--- config.mk ---
export PLATFORM = sky130hd
export DESIGN_NAME = clk_mux_div
export DESIGN_NICKNAME = d
export VERILOG_FILES = /design/src/rtl/md_pkg.sv /design/src/rtl/md_regs.sv /design/src/rtl/md_divider.sv /design/src/rtl/md_idle.sv /design/src/rtl/clk_mux_div.sv
export SDC_FILE = /design/constraint.sdc
export NUM_CORES = 1
export LEC_CHECK = 0
export BUFFER_PORTS_ARGS = -buffer_cell sky130_fd_sc_hd__buf_2
export CORE_MARGIN = 2
export CORE_UTILIZATION = 46
export DETAILED_ROUTE_END_ITERATION = 8
export PLACE_DENSITY = 0.84
export SETUP_SLACK_MARGIN = 0.5
export SLEW_MARGIN = 15
export SYNTH_ARGS = -nofsm -noshare
export SYNTH_HDL_FRONTEND = slang
export SYNTH_SLANG_ARGS = --single-unit
--- constraint.sdc ---
create_clock -name clk_i -period 2.7 [get_ports clk_i]
set_input_delay 0.675 -clock clk_i [delete_from_list [all_inputs] [get_ports clk_i]]
set_output_delay 0.675 -clock clk_i [all_outputs]
set_load 0.05 [all_outputs]
--- src/rtl/md_pkg.sv ---
package md_pkg;
  localparam int unsigned CMD_OFS      = 0;
  localparam int unsigned CFG_OFS      = 4;
  localparam int unsigned CMD_REQ_BIT  = 0;
  localparam int unsigned CMD_PEND_BIT = 4;
  localparam int unsigned CMD_OFF_BIT  = 31;
endpackage

--- src/rtl/md_regs.sv ---
module md_regs #(
  parameter int unsigned ADDR_W    = 8,
  parameter int unsigned BASE      = 0,
  parameter int unsigned SRC_W     = 2,
  parameter int unsigned DIV_W     = 5,
  parameter int unsigned SRC_SHIFT = 0,
  parameter int unsigned DIV_SHIFT = 8,
  parameter int unsigned RST_DIV   = 1
) (
  input  logic              clk_i,
  input  logic              rst_ni,
  input  logic [ADDR_W-1:0] addr_i,
  input  logic              we_i,
  input  logic [31:0]       wdata_i,
  input  logic              apply_i,
  input  logic              root_off_i,
  output logic [31:0]       rdata_o,
  output logic              req_o,
  output logic              pend_o,
  output logic [SRC_W-1:0]  stg_src_o,
  output logic [DIV_W-1:0]  stg_div_o
);
  import md_pkg::*;

  localparam logic [ADDR_W-1:0] CMD_ADDR = ADDR_W'(BASE + CMD_OFS);
  localparam logic [ADDR_W-1:0] CFG_ADDR = ADDR_W'(BASE + CFG_OFS);

  logic cmd_wr, cfg_wr;
  assign cmd_wr = we_i && (addr_i == CMD_ADDR);
  assign cfg_wr = we_i && (addr_i == CFG_ADDR);

  always_ff @(posedge clk_i or negedge rst_ni) begin
    if (!rst_ni) begin
      req_o     <= 1'b0;
      pend_o    <= 1'b0;
      stg_src_o <= '0;
      stg_div_o <= DIV_W'(RST_DIV);
    end else begin
      // apply_i is never high in a write cycle
      if (apply_i)     req_o <= 1'b0;
      else if (cmd_wr) req_o <= wdata_i[CMD_REQ_BIT];
      if (apply_i)     pend_o <= 1'b0;
      else if (cfg_wr) pend_o <= 1'b1;
      if (cfg_wr) begin
        stg_src_o <= wdata_i[SRC_SHIFT +: SRC_W];
        stg_div_o <= wdata_i[DIV_SHIFT +: DIV_W];
      end
    end
  end

  always_comb begin
    rdata_o = '0;
    if (addr_i == CMD_ADDR) begin
      rdata_o[CMD_REQ_BIT]  = req_o;
      rdata_o[CMD_PEND_BIT] = pend_o;
      rdata_o[CMD_OFF_BIT]  = root_off_i;
    end else if (addr_i == CFG_ADDR) begin
      rdata_o[SRC_SHIFT +: SRC_W] = stg_src_o;
      rdata_o[DIV_SHIFT +: DIV_W] = stg_div_o;
    end
  end
endmodule

--- src/rtl/md_divider.sv ---
module md_divider #(
  parameter int unsigned NUM_SRC = 4,
  parameter int unsigned SRC_W   = 2,
  parameter int unsigned DIV_W   = 5,
  parameter int unsigned RST_DIV = 1
) (
  input  logic               clk_i,
  input  logic               rst_ni,
  input  logic [NUM_SRC-1:0] tick_i,
  input  logic               req_i,
  input  logic               we_i,
  input  logic [SRC_W-1:0]   stg_src_i,
  input  logic [DIV_W-1:0]   stg_div_i,
  output logic               apply_o,
  output logic               sel_tick_o,
  output logic               en_o,
  output logic               lvl_o,
  output logic [SRC_W-1:0]   act_src_o,
  output logic [DIV_W-1:0]   act_div_o,
  output logic [DIV_W-1:0]   cnt_o
);
  logic [NUM_SRC-1:0] hit;
  logic               period_end;
  logic [DIV_W:0]     high_len;

  for (genvar i = 0; i < NUM_SRC; i++) begin : g_sel
    assign hit[i] = tick_i[i] && (act_src_o == SRC_W'(i));
  end

  assign sel_tick_o = |hit;
  assign period_end = sel_tick_o && (cnt_o == act_div_o);
  assign en_o       = period_end;
  assign apply_o    = req_i && period_end && !we_i;
  assign high_len   = ({1'b0, act_div_o} + (DIV_W+1)'(2)) >> 1;
  assign lvl_o      = ({1'b0, cnt_o} < high_len);

  always_ff @(posedge clk_i or negedge rst_ni) begin
    if (!rst_ni) begin
      act_src_o <= '0;
      act_div_o <= DIV_W'(RST_DIV);
      cnt_o     <= '0;
    end else if (apply_o) begin
      act_src_o <= stg_src_i;
      act_div_o <= stg_div_i;
      cnt_o     <= '0;
    end else if (sel_tick_o) begin
      cnt_o <= period_end ? '0 : cnt_o + 1'b1;
    end
  end
endmodule

--- src/rtl/md_idle.sv ---
module md_idle #(
  parameter int unsigned LIMIT = 32
) (
  input  logic clk_i,
  input  logic rst_ni,
  input  logic sel_tick_i,
  input  logic restart_i,
  output logic root_off_o
);
  localparam int unsigned CW = $clog2(LIMIT + 1);
  localparam logic [CW-1:0] LIM = CW'(LIMIT);

  logic [CW-1:0] idle_q;

  always_ff @(posedge clk_i or negedge rst_ni) begin
    if (!rst_ni)                        idle_q <= '0;
    else if (sel_tick_i || restart_i)   idle_q <= '0;
    else if (idle_q != LIM)             idle_q <= idle_q + 1'b1;
  end

  assign root_off_o = (idle_q == LIM);
endmodule

--- src/rtl/clk_mux_div.sv ---
module clk_mux_div #(
  parameter int unsigned NUM_SRC    = 4,
  parameter int unsigned DIV_W      = 5,
  parameter int unsigned SRC_SHIFT  = 0,
  parameter int unsigned DIV_SHIFT  = 8,
  parameter int unsigned ADDR_W     = 8,
  parameter int unsigned BASE       = 0,
  parameter int unsigned IDLE_LIMIT = 32,
  parameter int unsigned RST_DIV    = 1
) (
  input  logic               clk_i,
  input  logic               rst_ni,
  input  logic [ADDR_W-1:0]  addr_i,
  input  logic               we_i,
  input  logic [31:0]        wdata_i,
  output logic [31:0]        rdata_o,
  input  logic [NUM_SRC-1:0] tick_i,
  output logic               en_o,
  output logic               lvl_o
);
  localparam int unsigned SRC_W = (NUM_SRC > 1) ? $clog2(NUM_SRC) : 1;

  logic             req, pend, apply, sel_tick, root_off;
  logic [SRC_W-1:0] stg_src, act_src;
  logic [DIV_W-1:0] stg_div, act_div, cnt;

  md_regs #(
    .ADDR_W(ADDR_W), .BASE(BASE), .SRC_W(SRC_W), .DIV_W(DIV_W),
    .SRC_SHIFT(SRC_SHIFT), .DIV_SHIFT(DIV_SHIFT), .RST_DIV(RST_DIV)
  ) u_regs (
    .clk_i, .rst_ni, .addr_i, .we_i, .wdata_i,
    .apply_i(apply), .root_off_i(root_off), .rdata_o,
    .req_o(req), .pend_o(pend), .stg_src_o(stg_src), .stg_div_o(stg_div)
  );

  md_divider #(
    .NUM_SRC(NUM_SRC), .SRC_W(SRC_W), .DIV_W(DIV_W), .RST_DIV(RST_DIV)
  ) u_div (
    .clk_i, .rst_ni, .tick_i, .req_i(req), .we_i,
    .stg_src_i(stg_src), .stg_div_i(stg_div),
    .apply_o(apply), .sel_tick_o(sel_tick), .en_o, .lvl_o,
    .act_src_o(act_src), .act_div_o(act_div), .cnt_o(cnt)
  );

  md_idle #(.LIMIT(IDLE_LIMIT)) u_idle (
    .clk_i, .rst_ni, .sel_tick_i(sel_tick), .restart_i(apply),
    .root_off_o(root_off)
  );
endmodule

# After elaboration in Yosys (flattened, before gate mapping)
# Index checks and enable logic that the tools add are counted.
# totals
reg_bits	27
in_bits	47
# classes
add_sub_neg	3
n_lt_le_gt_ge	1
eq_ne	7
muxes	16
n_reduce_logical	18
# op_table
cell	count
$mux W5	5
$mux W6	2
$logic_and A1 B1 Y1	9
$eq A8 B3 Y1 const B	1
$logic_not A8 Y1	1
$mux W1	8
$reduce_bool A2 Y1	4
$add A5 B2 Y6 const B	1
$add A6 B1 Y6 const B	1
$eq A6 B6 Y1 const B	1
$ne A6 B6 Y1 const B	1
$add A5 B1 Y5 const B	1
$eq A5 B5 Y1	1
$lt A5 B5 Y1	1
$eq A2 B2 Y1 const B	2
$reduce_or A4 Y1	1
$eq A2 B1 Y1 const B	1
$logic_not A2 Y1	1
$mux W2	1
$logic_not A1 Y1	1
$logic_or A1 B1 Y1	1

# Logic depth before layout (Yosys ltp)
# depth
ltp_word	8
mapped_depth	7
mapped_depth_nobuf	7

# Modules after synthesis
# From an unflattened synthesis, not the netlist that was laid out.
# unflattened
hier_cells	164
hier_area_um2	1784.2
# by_module_without_submodules
module	n_inst	seq_area_each_um2	area_per_inst_um2	cells_each
md_divider	1	301.5	754.5	70
md_regs	1	226.5	675.6	61
md_idle	1	150.1	354.1	33

# Least setup slack after synthesis
# OpenSTA, ideal clock, no wires.
# synth_timing
path_type	in2out
startpoint	input addr_i[5]
endpoint	output rdata_o[31]
arrival_time_ns	2.244
path_buffers	0
path_slack_ns	-0.219
stages	4
cell_sequence	or4_4 -> nor3_1 -> inv_1 -> nor2_1
# synth_between
elab_chain_len	2
# synth_lines
item	line	text
start: declaration	clk_mux_div.sv:13	input logic [ADDR_W-1:0] addr_i,
$logic_not A8 Y1	md_regs.sv:53	if (addr_i == CMD_ADDR) begin
$mux W1	md_regs.sv:53	
end: declaration	clk_mux_div.sv:16	output logic [31:0] rdata_o,
# No other way between the ends.

# Final worst setup path
# layout_timing
startpoint	register u_div.act_div_o[1]
endpoint	output lvl_o
# layout_between
elab_chain_len	2
# layout_lines
item	line	text
start: declaration	md_divider.sv:19	output logic [DIV_W-1:0] act_div_o,
start signal: assignment	md_divider.sv:40	act_div_o <= DIV_W'(RST_DIV);
start signal: assignment	md_divider.sv:44	act_div_o <= stg_div_i;
$add A5 B2 Y6	md_divider.sv:34	assign high_len = ({1'b0, act_div_o} + (DIV_W+1)'(2)) >> 1;
$lt A5 B5 Y1	md_divider.sv:35	assign lvl_o = ({1'b0, cnt_o} < high_len);
end: declaration	clk_mux_div.sv:19	output logic lvl_o
# No other way between the ends.

==> qor.yml <==
route:
  drtAntennaViolNets: 0
  drt-met1-wl_um: 1310
  wl_per_cell_um: 13.7
  first_pass_iters: 4
  finalWirelength_um: 3310
  num_vias: 1147
  drtIter0Drc: 18
  wl_met2_um: 1860
  top_layer: "met4"
  route.met3.wl_um: 126
  drt-vias-per-instance: 4.74
  drc: 0
die:
  start_util_pct: 48.3
  die_w_um: 63.7
  num_io_pins: 81
  dieHeight_um: 63.7
  row_count: 21
  dieArea_um2: 4050
  coreArea_um2: 3390
clocking:
  cts-root-to-sink-buffers: 2
  clock_sinks: 27
  cts_tree: "done"
  cts_made_buffers: 3
  clkLatencyLatePin_ns: 0.34
  hold_buffers: 0
  cts_root_buffer: "clkbuf_4"
  htree_num_levels: 1
  clkTransAtPathRegs_ns: 0.16
worst_setup_path:
  crit_fanout: 2
  crit_path_end_kind: "output port"
  cp.required_ns: 2.03
  worstSetupStartpointType: "register"
  cp.arrival_ns: 2.09
  criticalPathCategory: "reg2out"
  r2r_start: "u_div.act_div_o[2]$_DFFE_PN0P_"
  cp-startpoint: "u_div.act_div_o[1]$_DFFE_PN0P_"
hold_path:
  hp-class: "in2async"
timing:
  period_share_pct: 102
  rsz0062_at_grt: "true"
  skew_ns: 0.0111
  min_period_ns: 2.77
  tightest_slew_ns: 0.753
  setup_ws_ns: -0.0673
  max_freq_mhz: 361
  hold_violations: 0
  finalSetupViolations: 1
  slew_headroom_pct: 49.6
  maxSlewViolCount: 0
power:
  p_total_uw: 1220
  power_density_nw_per_um2: 569
  leakage_uw: 0.00104
  irDropWorstVdd_mv: 0.343
cells_and_area:
  num-nets-final: 252
  final_cells: 242
  area_delta_synth_final_pct: 31.2
  drive_above_1_share_pct: 45.4
  diodes: 0
  nFillCells: 255
yosys:
  synth-seq-cells: 27
  synth_seq_area_share_pct: 41.4
  syn_area_um2: 1640
  netlist_instances: 150
  yosysWarnings: 0
  syn_area_per_cell_um2: 10.9
  yosysUniqueCellTypes: 31
global_routing:
  grt_pass1_wl_um: 5080
  first_global_vias: 1116
  antenna_found_initial: 0
  track_usage_pct: 15.9
  grt.overflow.total: 0
  grt_max_degree: 28
run:
  maxCapViolations: 0
status:
  status: "finished with violations"
  violations: "setup timing"
placed_design:
  dp_cells: 228
  dp_hpwl_um: 2100
  gp_congestion: 0.770
  io_buffers: 32
[synth_stat cells]
master,number,area (µm²)
or4_4,1,11.3
nand4_4,1,21.3
ha_1,8,100
nor2_1,14,52.6
mux2_2,15,169
nor4b_1,1,8.76
o21a_1,2,15.0
a22o_1,1,8.76
dfstp_2,2,52.6
xnor2_1,8,70.1
and2_1,6,37.5
buf_4,23,173
mux2i_1,2,20.0
nor3_1,1,5.00
mux4_2,1,22.5
conb_1,1,3.75
nand3_1,5,25.0
o2bb2ai_1,1,8.76
a21oi_1,2,10.0
inv_1,6,22.5
nor4b_4,1,23.8
clkbuf_1,1,3.75
xor2_1,7,61.3
nand2_2,1,6.26
nor3_4,1,16.3
dfrtp_1,25,626
nand2_1,7,26.3
o31a_1,1,8.76
o21ai_0,2,10.0
or3_1,1,6.26
nand4_1,2,12.5
[power breakdown]
part	switching [µW]	internal (µW)
clock network	134	60.7
registers	61.9	442
logic	302	221
[timing repair]
item	CTS	global route
buffers inserted	6	4
gates resized for setup	41	15
pin swaps	9	7
setup endpoints to repair	11	11
endpoints found under the hold margin	0	0
[path summary, 6_finish.rpt]
kind / depth (start not counted) / slack (ns) / endpoint
setup / recovery: 8 / -0.07 / lvl_o
hold / removal: 1 / 0.30 / u_regs.stg_div_o[2]$_DFFE_PN0P_
setup reg to reg: 7 / 0.46 / u_div.act_div_o[2]$_DFFE_PN0P_
hold reg to reg: 2 / 0.56 / u_idle.idle_q[5]$_DFFE_PN0P_
max in group asynchronous: 1 / 2.01 / u_div.cnt_o[3]$_DFFE_PN0P_
min in group clk_i: 2 / 0.56 / u_regs.stg_div_o[0]$_DFFE_PN1P_
[registers in the layout, indices dropped and copies added (netlist names)]
name,count
u_div.act_src_o,2
u_idle.idle_q,6
u_regs.stg_src_o,2
u_div.cnt_o,5
u_regs.req_o,1
u_regs.stg_div_o,5
u_regs.pend_o,1
u_div.act_div_o,5
[per-layer routing]
layer	up-vias	GRT usage, %
met1	561	18.9
li1	550	-
met2	33	29.2
met5	-	0
met4	0	2.99
met3	3	3.93
[layout by cell type (no fill, tap or decap), types with 2 or more instances in the layout]
cell type / instances
buf_4: 9
nand2_1: 6
buf_2: 20
inv_1: 5
o21a_1: 2
mux2_2: 8
nand2_2: 2
nor2_1: 11
xor2_1: 7
conb_1: 23
xnor2_1: 6
dfstp_2: 2
buf_6: 5
nand4_1: 2
and2_4: 6
ha_1: 8
mux2i_1: 2
nand3_1: 5
nor3_4: 2
a21oi_1: 2
mux2_4: 7
nor2_4: 3
dfrtp_1: 25
buf_8: 10
clkbuf_4: 3
[through the flow]
step / worst slack, ns / instance area (µm²) / hold slack [ns] / TNS [ns] / util [%]
floorplan: 0.203 / 1780 / 0.379 / 0 / -
global placement: -0.0771 / 1840 / 0.502 / -0.497 / 54.2
detailed placement: -0.0929 / 1840 / 0.515 / -0.634 / 54.2
CTS: -0.0339 / 2050 / 0.326 / -0.0339 / 60.5
global route: -0.146 / 2150 / 0.339 / -0.146 / 63.4
finish: -0.0673 / 2150 / 0.301 / -0.0673 / 63.4
[kinds of logic (layout without fill, tap and decap cells)]
family	Yosys count	count (layout)	synth area share, %
adders and majority gates	8	8	6.11
other	1	23	0.229
DFF	27	27	41.4
and+or+nand+nor	42	42	15.4
buffers and inverters	30	54	12.1
AOI/OAI and AO/OA	9	9	3.74
muxes	18	18	12.9
xor gates and xnor gates	15	15	8.02
[critical path: stages, from the launching register on]
cell and delay, ns:
dfrtp_1 0.41, ha_1 0.29, inv_1 0.05, ha_1 0.26
o21a_1 0.10, o21a_1 0.18, o21ai_2 0.16, o2bb2ai_4 0.13
buf_6 0.17
[cell type report]
type / instances / area (µm²) / area share (%)
Clock inverter: 1 / 8.76 / 0.408
Tap cell: 46 / 57.6 / 2.68
Sequential cell: 27 / 678 / 31.6
Timing Repair Buffer: 44 / 374 / 17.4
Multi-Input combinational cell: 115 / 985 / 45.8
Inverter: 6 / 22.5 / 1.05
Clock buffer: 3 / 22.5 / 1.05
No activity file was read; power rests on OpenSTA's default activity.
